`src/rtl/burst_rx_pkg.sv`:
```
package burst_rx_pkg;
  typedef enum logic [1:0] {
    ST_IDLE,
    ST_START,
    ST_DATA,
    ST_STOP
  } rx_state_e;
endpackage

```
`src/rtl/rx_sync.sv`:
```
module rx_sync #(
  parameter int STAGES = 2
) (
  input  logic clk_i,
  input  logic rst_ni,
  input  logic d_i,
  output logic q_o
);
  logic [STAGES-1:0] chain_q;

  always_ff @(posedge clk_i or negedge rst_ni) begin
    if (!rst_ni) chain_q <= '1;
    else         chain_q <= {chain_q[STAGES-2:0], d_i};
  end

  assign q_o = chain_q[STAGES-1];
endmodule

```
`src/rtl/rx_framer.sv`:
```
module rx_framer
  import burst_rx_pkg::*;
#(
  parameter int CLKS_PER_BIT = 80,
  parameter int DATA_W       = 8,
  parameter bit STOP_CHECK   = 1'b1
) (
  input  logic              clk_i,
  input  logic              rst_ni,
  input  logic              line_i,
  output logic              byte_vld_o,
  output logic [DATA_W-1:0] byte_o,
  output logic              stop_bad_o
);
  localparam int CW = $clog2(CLKS_PER_BIT);
  localparam int BW = $clog2(DATA_W + 1);
  localparam logic [CW-1:0] HALF_M1 = CW'(CLKS_PER_BIT / 2 - 1);
  localparam logic [CW-1:0] FULL_M1 = CW'(CLKS_PER_BIT - 1);
  localparam logic [BW-1:0] LAST_BIT = BW'(DATA_W - 1);

  rx_state_e         state_q;
  logic [CW-1:0]     cnt_q;
  logic [BW-1:0]     nbit_q;
  logic [DATA_W-1:0] shreg_q;
  logic              line_q;
  logic              fall;

  assign fall = line_q & ~line_i;

  always_ff @(posedge clk_i or negedge rst_ni) begin
    if (!rst_ni) begin
      state_q    <= ST_IDLE;
      cnt_q      <= '0;
      nbit_q     <= '0;
      shreg_q    <= '0;
      line_q     <= 1'b1;
      byte_vld_o <= 1'b0;
      byte_o     <= '0;
      stop_bad_o <= 1'b0;
    end else begin
      line_q     <= line_i;
      byte_vld_o <= 1'b0;
      case (state_q)
        ST_IDLE: begin
          if (fall) begin
            state_q <= ST_START;
            cnt_q   <= '0;
          end
        end
        ST_START: begin
          if (cnt_q == HALF_M1) begin
            cnt_q  <= '0;
            nbit_q <= '0;
            // start must still be low at mid-bit, else treat as glitch
            state_q <= line_i ? ST_IDLE : ST_DATA;
          end else begin
            cnt_q <= cnt_q + 1'b1;
          end
        end
        ST_DATA: begin
          if (cnt_q == FULL_M1) begin
            cnt_q   <= '0;
            nbit_q  <= nbit_q + 1'b1;
            shreg_q <= {line_i, shreg_q[DATA_W-1:1]};
            if (nbit_q == LAST_BIT) begin
              if (STOP_CHECK) begin
                state_q <= ST_STOP;
              end else begin
                state_q    <= ST_IDLE;
                byte_o     <= {line_i, shreg_q[DATA_W-1:1]};
                stop_bad_o <= 1'b0;
                byte_vld_o <= 1'b1;
              end
            end
          end else begin
            cnt_q <= cnt_q + 1'b1;
          end
        end
        ST_STOP: begin
          if (cnt_q == FULL_M1) begin
            // re-arm at mid stop bit: half a bit of slack before next start
            state_q    <= ST_IDLE;
            cnt_q      <= '0;
            byte_o     <= shreg_q;
            stop_bad_o <= ~line_i;
            byte_vld_o <= 1'b1;
          end else begin
            cnt_q <= cnt_q + 1'b1;
          end
        end
        default: state_q <= ST_IDLE;
      endcase
    end
  end
endmodule

```
`src/rtl/rx_ring.sv`:
```
module rx_ring #(
  parameter int DEPTH  = 16,
  parameter int DATA_W = 8
) (
  input  logic                     clk_i,
  input  logic                     rst_ni,
  input  logic                     wr_vld_i,
  input  logic [DATA_W-1:0]        wr_data_i,
  input  logic                     wr_stop_bad_i,
  input  logic [$clog2(DEPTH)-1:0] tail_i,
  input  logic [$clog2(DEPTH)-1:0] rd_addr_i,
  output logic [$clog2(DEPTH)-1:0] head_o,
  output logic [DATA_W-1:0]        rd_data_o,
  output logic                     frame_err_o,
  output logic                     overrun_o
);
  localparam int AW = $clog2(DEPTH);

  logic [DATA_W-1:0] mem_q [DEPTH];
  logic [AW-1:0]     head_nxt;
  logic              full;
  logic              do_wr;

  assign head_nxt = head_o + 1'b1;
  assign full     = (head_nxt == tail_i);
  assign do_wr    = wr_vld_i & ~full;

  always_ff @(posedge clk_i) begin
    if (do_wr) mem_q[head_o] <= wr_data_i;
  end

  always_ff @(posedge clk_i or negedge rst_ni) begin
    if (!rst_ni) begin
      head_o      <= '0;
      frame_err_o <= 1'b0;
      overrun_o   <= 1'b0;
    end else begin
      if (do_wr)                     head_o      <= head_nxt;
      if (wr_vld_i && full)          overrun_o   <= 1'b1;
      if (wr_vld_i && wr_stop_bad_i) frame_err_o <= 1'b1;
    end
  end

  assign rd_data_o = mem_q[rd_addr_i];
endmodule

```
`src/rtl/burst_uart_rx.sv`:
```
module burst_uart_rx #(
  parameter int CLKS_PER_BIT = 80,
  parameter int DEPTH        = 16,
  parameter int DATA_W       = 8,
  parameter int SYNC_STAGES  = 2,
  parameter bit STOP_CHECK   = 1'b1
) (
  input  logic        clk_i,
  input  logic        rst_ni,
  input  logic        serial_i,
  input  logic [3:0]  tail_i,
  input  logic [3:0]  rd_addr_i,
  output logic [3:0]  head_o,
  output logic [7:0]  rd_data_o,
  output logic        frame_err_o,
  output logic        overrun_o
);
  localparam int AW = $clog2(DEPTH);

  logic              line_s;
  logic              byte_vld;
  logic [DATA_W-1:0] byte_d;
  logic              stop_bad;

  rx_sync #(.STAGES(SYNC_STAGES)) u_sync (
    .clk_i  (clk_i),
    .rst_ni (rst_ni),
    .d_i    (serial_i),
    .q_o    (line_s)
  );

  rx_framer #(
    .CLKS_PER_BIT (CLKS_PER_BIT),
    .DATA_W       (DATA_W),
    .STOP_CHECK   (STOP_CHECK)
  ) u_framer (
    .clk_i      (clk_i),
    .rst_ni     (rst_ni),
    .line_i     (line_s),
    .byte_vld_o (byte_vld),
    .byte_o     (byte_d),
    .stop_bad_o (stop_bad)
  );

  rx_ring #(.DEPTH(DEPTH), .DATA_W(DATA_W)) u_ring (
    .clk_i         (clk_i),
    .rst_ni        (rst_ni),
    .wr_vld_i      (byte_vld),
    .wr_data_i     (byte_d),
    .wr_stop_bad_i (stop_bad),
    .tail_i        (tail_i[AW-1:0]),
    .rd_addr_i     (rd_addr_i[AW-1:0]),
    .head_o        (head_o[AW-1:0]),
    .rd_data_o     (rd_data_o[DATA_W-1:0]),
    .frame_err_o   (frame_err_o),
    .overrun_o     (overrun_o)
  );
endmodule

```
`config.mk`:
```
export PLATFORM = sky130hd
export DESIGN_NAME = burst_uart_rx
export DESIGN_NICKNAME = d
export VERILOG_FILES = /design/src/rtl/burst_rx_pkg.sv /design/src/rtl/rx_sync.sv /design/src/rtl/rx_framer.sv /design/src/rtl/rx_ring.sv /design/src/rtl/burst_uart_rx.sv
export SDC_FILE = /design/constraint.sdc
export NUM_CORES = 1
export LEC_CHECK = 0
export ABC_CLOCK_PERIOD_IN_PS = 3300
export BUFFER_PORTS_ARGS = -buffer_cell sky130_fd_sc_hd__buf_4
export CAP_MARGIN = 10
export CORE_MARGIN = 4
export CORE_UTILIZATION = 48
export DETAILED_ROUTE_END_ITERATION = 10
export PLACE_DENSITY = 0.66
export SYNTH_ARGS = -nofsm -noshare
export SYNTH_HDL_FRONTEND = slang
export SYNTH_SLANG_ARGS = --single-unit
```
`constraint.sdc`:
```
create_clock -name clk_i -period 3.3 [get_ports clk_i]
set_clock_uncertainty 0.2 [all_clocks]
set_input_delay 0.33 -clock clk_i [delete_from_list [all_inputs] [get_ports clk_i]]
set_output_delay 0.33 -clock clk_i [all_outputs]
set_load 0.01 [all_outputs]
```
==> results.toml <==
[clock_network]
postCtsSetupRepairBufs = 0
cts_tree = "done"
clock_latency_ps = 420
path_clk_slew_ps = 60
htree_num_levels = 4
clock-root-buffer = "clkbuf_16"
cts.path.max_buffers = 2
cts_sinks = 168
cts_inserted_buffers = 17

[timing]
setup_tns_ps = 0
worst_slew_pin_slew_ps = 580
hold_violations = 0
timing.final.crit_share_pct = 85.5
setup_viol = 0
rsz0062_at_grt = "false"
period_minus_slack_ps = 2820
slew_viol_final = 0
slew_headroom_pct = 61.3
max_clock_freq_mhz = 355
hold_slack_ps = 156

[final_layout]
fin_util_pct = 56.1
drive_gt1_share_pct = 23.3
area_growth_pct = 14.7
final_nets = 434
num_antenna_cells = 0

[hold_path]
hold_class = "reg -> reg"

[yosys]
ys_types = 53
syn-cell-area_um2 = 7080
async_flop_share_pct = 23.8
avgSynthCellArea_um2 = 18.8
synth_nets = 398
synth-seq-cells = 168
ys_warn_count = 0
ys_seq_area_share_pct = 68.5
synth-edff-count = 128
synth_ff_type = "edfxtp_1"
synthCells = 377

[setup_path]
worstPathArrival_ps = 2670
worst-path-buf-inv = 0
critPathMaxStageDelay_ps = 500
required_ps = 3150
worst_path_max_delay_cell = "dfrtp_1"
cp_max_fo = 8
endpoint_kind = "flop"
critical-path-top-delay-family = "simple AND/OR/NAND/NOR gates"
critical_path.cell_chain = "ha_1, xnor3_1, nand3_1, o21a_1, and2_1"
path_class = "reg -> reg"
start_kind = "flop"

[die]
die_y_um = 129
fp-row-count = 44
die_w_um = 129
coreArea_um2 = 14500
dieArea_um2 = 16800
ioPinCount = 25
initial_core_util_pct = 48.9

[place]
dp_hpwl_um = 8300
gp_congestion = 0.838
portBuffers = 24

[global_route]
grt_busiest_layer = "met2"
grtUsageMet2_pct = 25.7
grt_overflow_total = 0
use_met3_pct = 4.25
antenna_found_initial = 0
grt_pass1_wl_um = 20600
grt_pass1_vias = 3566
grt_use_met1_pct = 23.9
grt_max_degree = 41
track_usage_pct = 16.9

[detailed_routing]
detail-route-antenna-nets = 0
wl_um = 13200
wire_per_inst_um = 21.7
first_pass_iters = 5
viasPerCell = 5.91
drc = 0
drt_iter0_markers = 318
vias = 3591

[run]
cap_violations = 0

[power]
p_per_area_nw_per_um2 = 600
p_leak_uw = 0.00328
peakVddDrop_mv = 0.481

[status]
status = "complete, no violations"
## final timing paths
path                                               from                            end  slack (ps)  depth (start not counted)
setup / recovery           u_ring.head_o[0]$_DFFE_PN0P_   u_ring.mem_q[2][5]$_DFFE_PP_         480                          5
hold / removal              u_sync.chain_q[0]$_DFF_PN1_    u_sync.chain_q[1]$_DFF_PN1_         160                          0
setup reg to reg           u_ring.head_o[0]$_DFFE_PN0P_   u_ring.mem_q[2][5]$_DFFE_PP_         480                          5
hold reg to reg             u_sync.chain_q[0]$_DFF_PN1_    u_sync.chain_q[1]$_DFF_PN1_         160                          0
max in group asynchronous                        rst_ni      u_framer.line_q$_DFF_PN1_        2310                          2
min in group asynchronous                        rst_ni  u_framer.cnt_q[5]$_DFFE_PN0N_         220                          2
## cells in the mapped netlist, drive strengths merged, types with 7 or more instances
cell	instances	area, um^2
mux4	40	991
nand3	8	40.0
edfxtp	128	3840
nand2	19	71.3
dfrtp	37	926
ha	10	125
o21ai	13	65.1
clkbuf	7	26.3
buf	11	91.3
mux2	18	203
## final cells by class
type | count | area [um^2]
clock buffers | 20 | 437
multi-input cells | 185 | 2120
fillers | 1094 | 6360
repair buffers | 35 | 270
flip-flops and latches | 168 | 4850
well taps | 184 | 230
clock inverters | 10 | 194
inverters | 6 | 22.5
## registers in the layout, summed over array words and instances (netlist names), 2 cells and up, named ones only
signal and flops:
u_ring.mem_q 128, u_framer.byte_o 8, u_framer.shreg_q 8, u_framer.cnt_q 7, u_framer.nbit_q 4, u_ring.head_o 4, u_sync.chain_q 2
## routing by layer
layer,part of all wire [%],routed length (um)
met1,45,5980
met4,1.6,215
met2,49,6420
met3,4.3,569
met5,0,0
## placed cells by master (no fill, tap or decap), types with 3 or more instances in the layout
| cell | count |
|---|---|
| edfxtp_1 | 128 |
| dfrtp_1 | 37 |
| buf_4 | 32 |
| mux4_1 | 24 |
| nand2_1 | 19 |
| clkbuf_16 | 17 |
| mux4_2 | 16 |
| mux2_2 | 12 |
| o21ai_0 | 12 |
| ha_1 | 10 |
| nand3_1 | 8 |
| inv_1 | 6 |
| nor3_1 | 6 |
| mux2_1 | 6 |
| nand2b_1 | 6 |
| a21o_1 | 6 |
| and3_1 | 5 |
| and2_1 | 5 |
| bufinv_16 | 5 |
| nor4b_2 | 4 |
| a21oi_1 | 4 |
| a221oi_1 | 4 |
| xnor2_1 | 3 |
| nand4_1 | 3 |
| nor2_1 | 3 |
| clkbuf_1 | 3 |
| dlygate4sd3_1 | 3 |
| dfstp_2 | 3 |
## logic make-up after synthesis
logic type               count (synthesis)  share of synthesized area (%)
AO/OA/AOI/OAI                           38                           4.08
XOR/XNOR                                 6                          0.937
adder cells (fa/ha/maj)                 10                           1.77
buffers and inverters                   24                           1.98
flip-flops                             168                           68.5
multiplexers                            59                           17.0
AND/OR/NAND/NOR                         72                           5.76
## through the flow
| step | setup slack (ps) | cell area, um^2 | std cells | power, uW |
|---|---|---|---|---|
| after CTS | 453 | 8120 | 608 | 4920 |
| final | 480 | 8120 | 608 | 4870 |
| after global placement | 528 | 7460 | 575 | 2780 |
| after floorplan | 227 | 7080 | 377 | 2690 |
| after detailed placement | 469 | 7460 | 575 | 2790 |
| after global routing | 314 | 8120 | 608 | 5080 |
## where the power goes
group | leakage, uW | internal, uW | switching [uW] | total, uW
Combinational | 0.00110 | 177 | 265 | 442
Sequential | 0.00188 | 2280 | 26.3 | 2310
Clock | 0.000299 | 1340 | 776 | 2120
## timing repair
item,4_1_cts,5_1_grt
hold buffers,3,0
setup endpoints to repair,0,0
resized for setup,0,0
endpoints found under the hold margin,39,0
No activity file was read; power rests on OpenSTA's default activity.
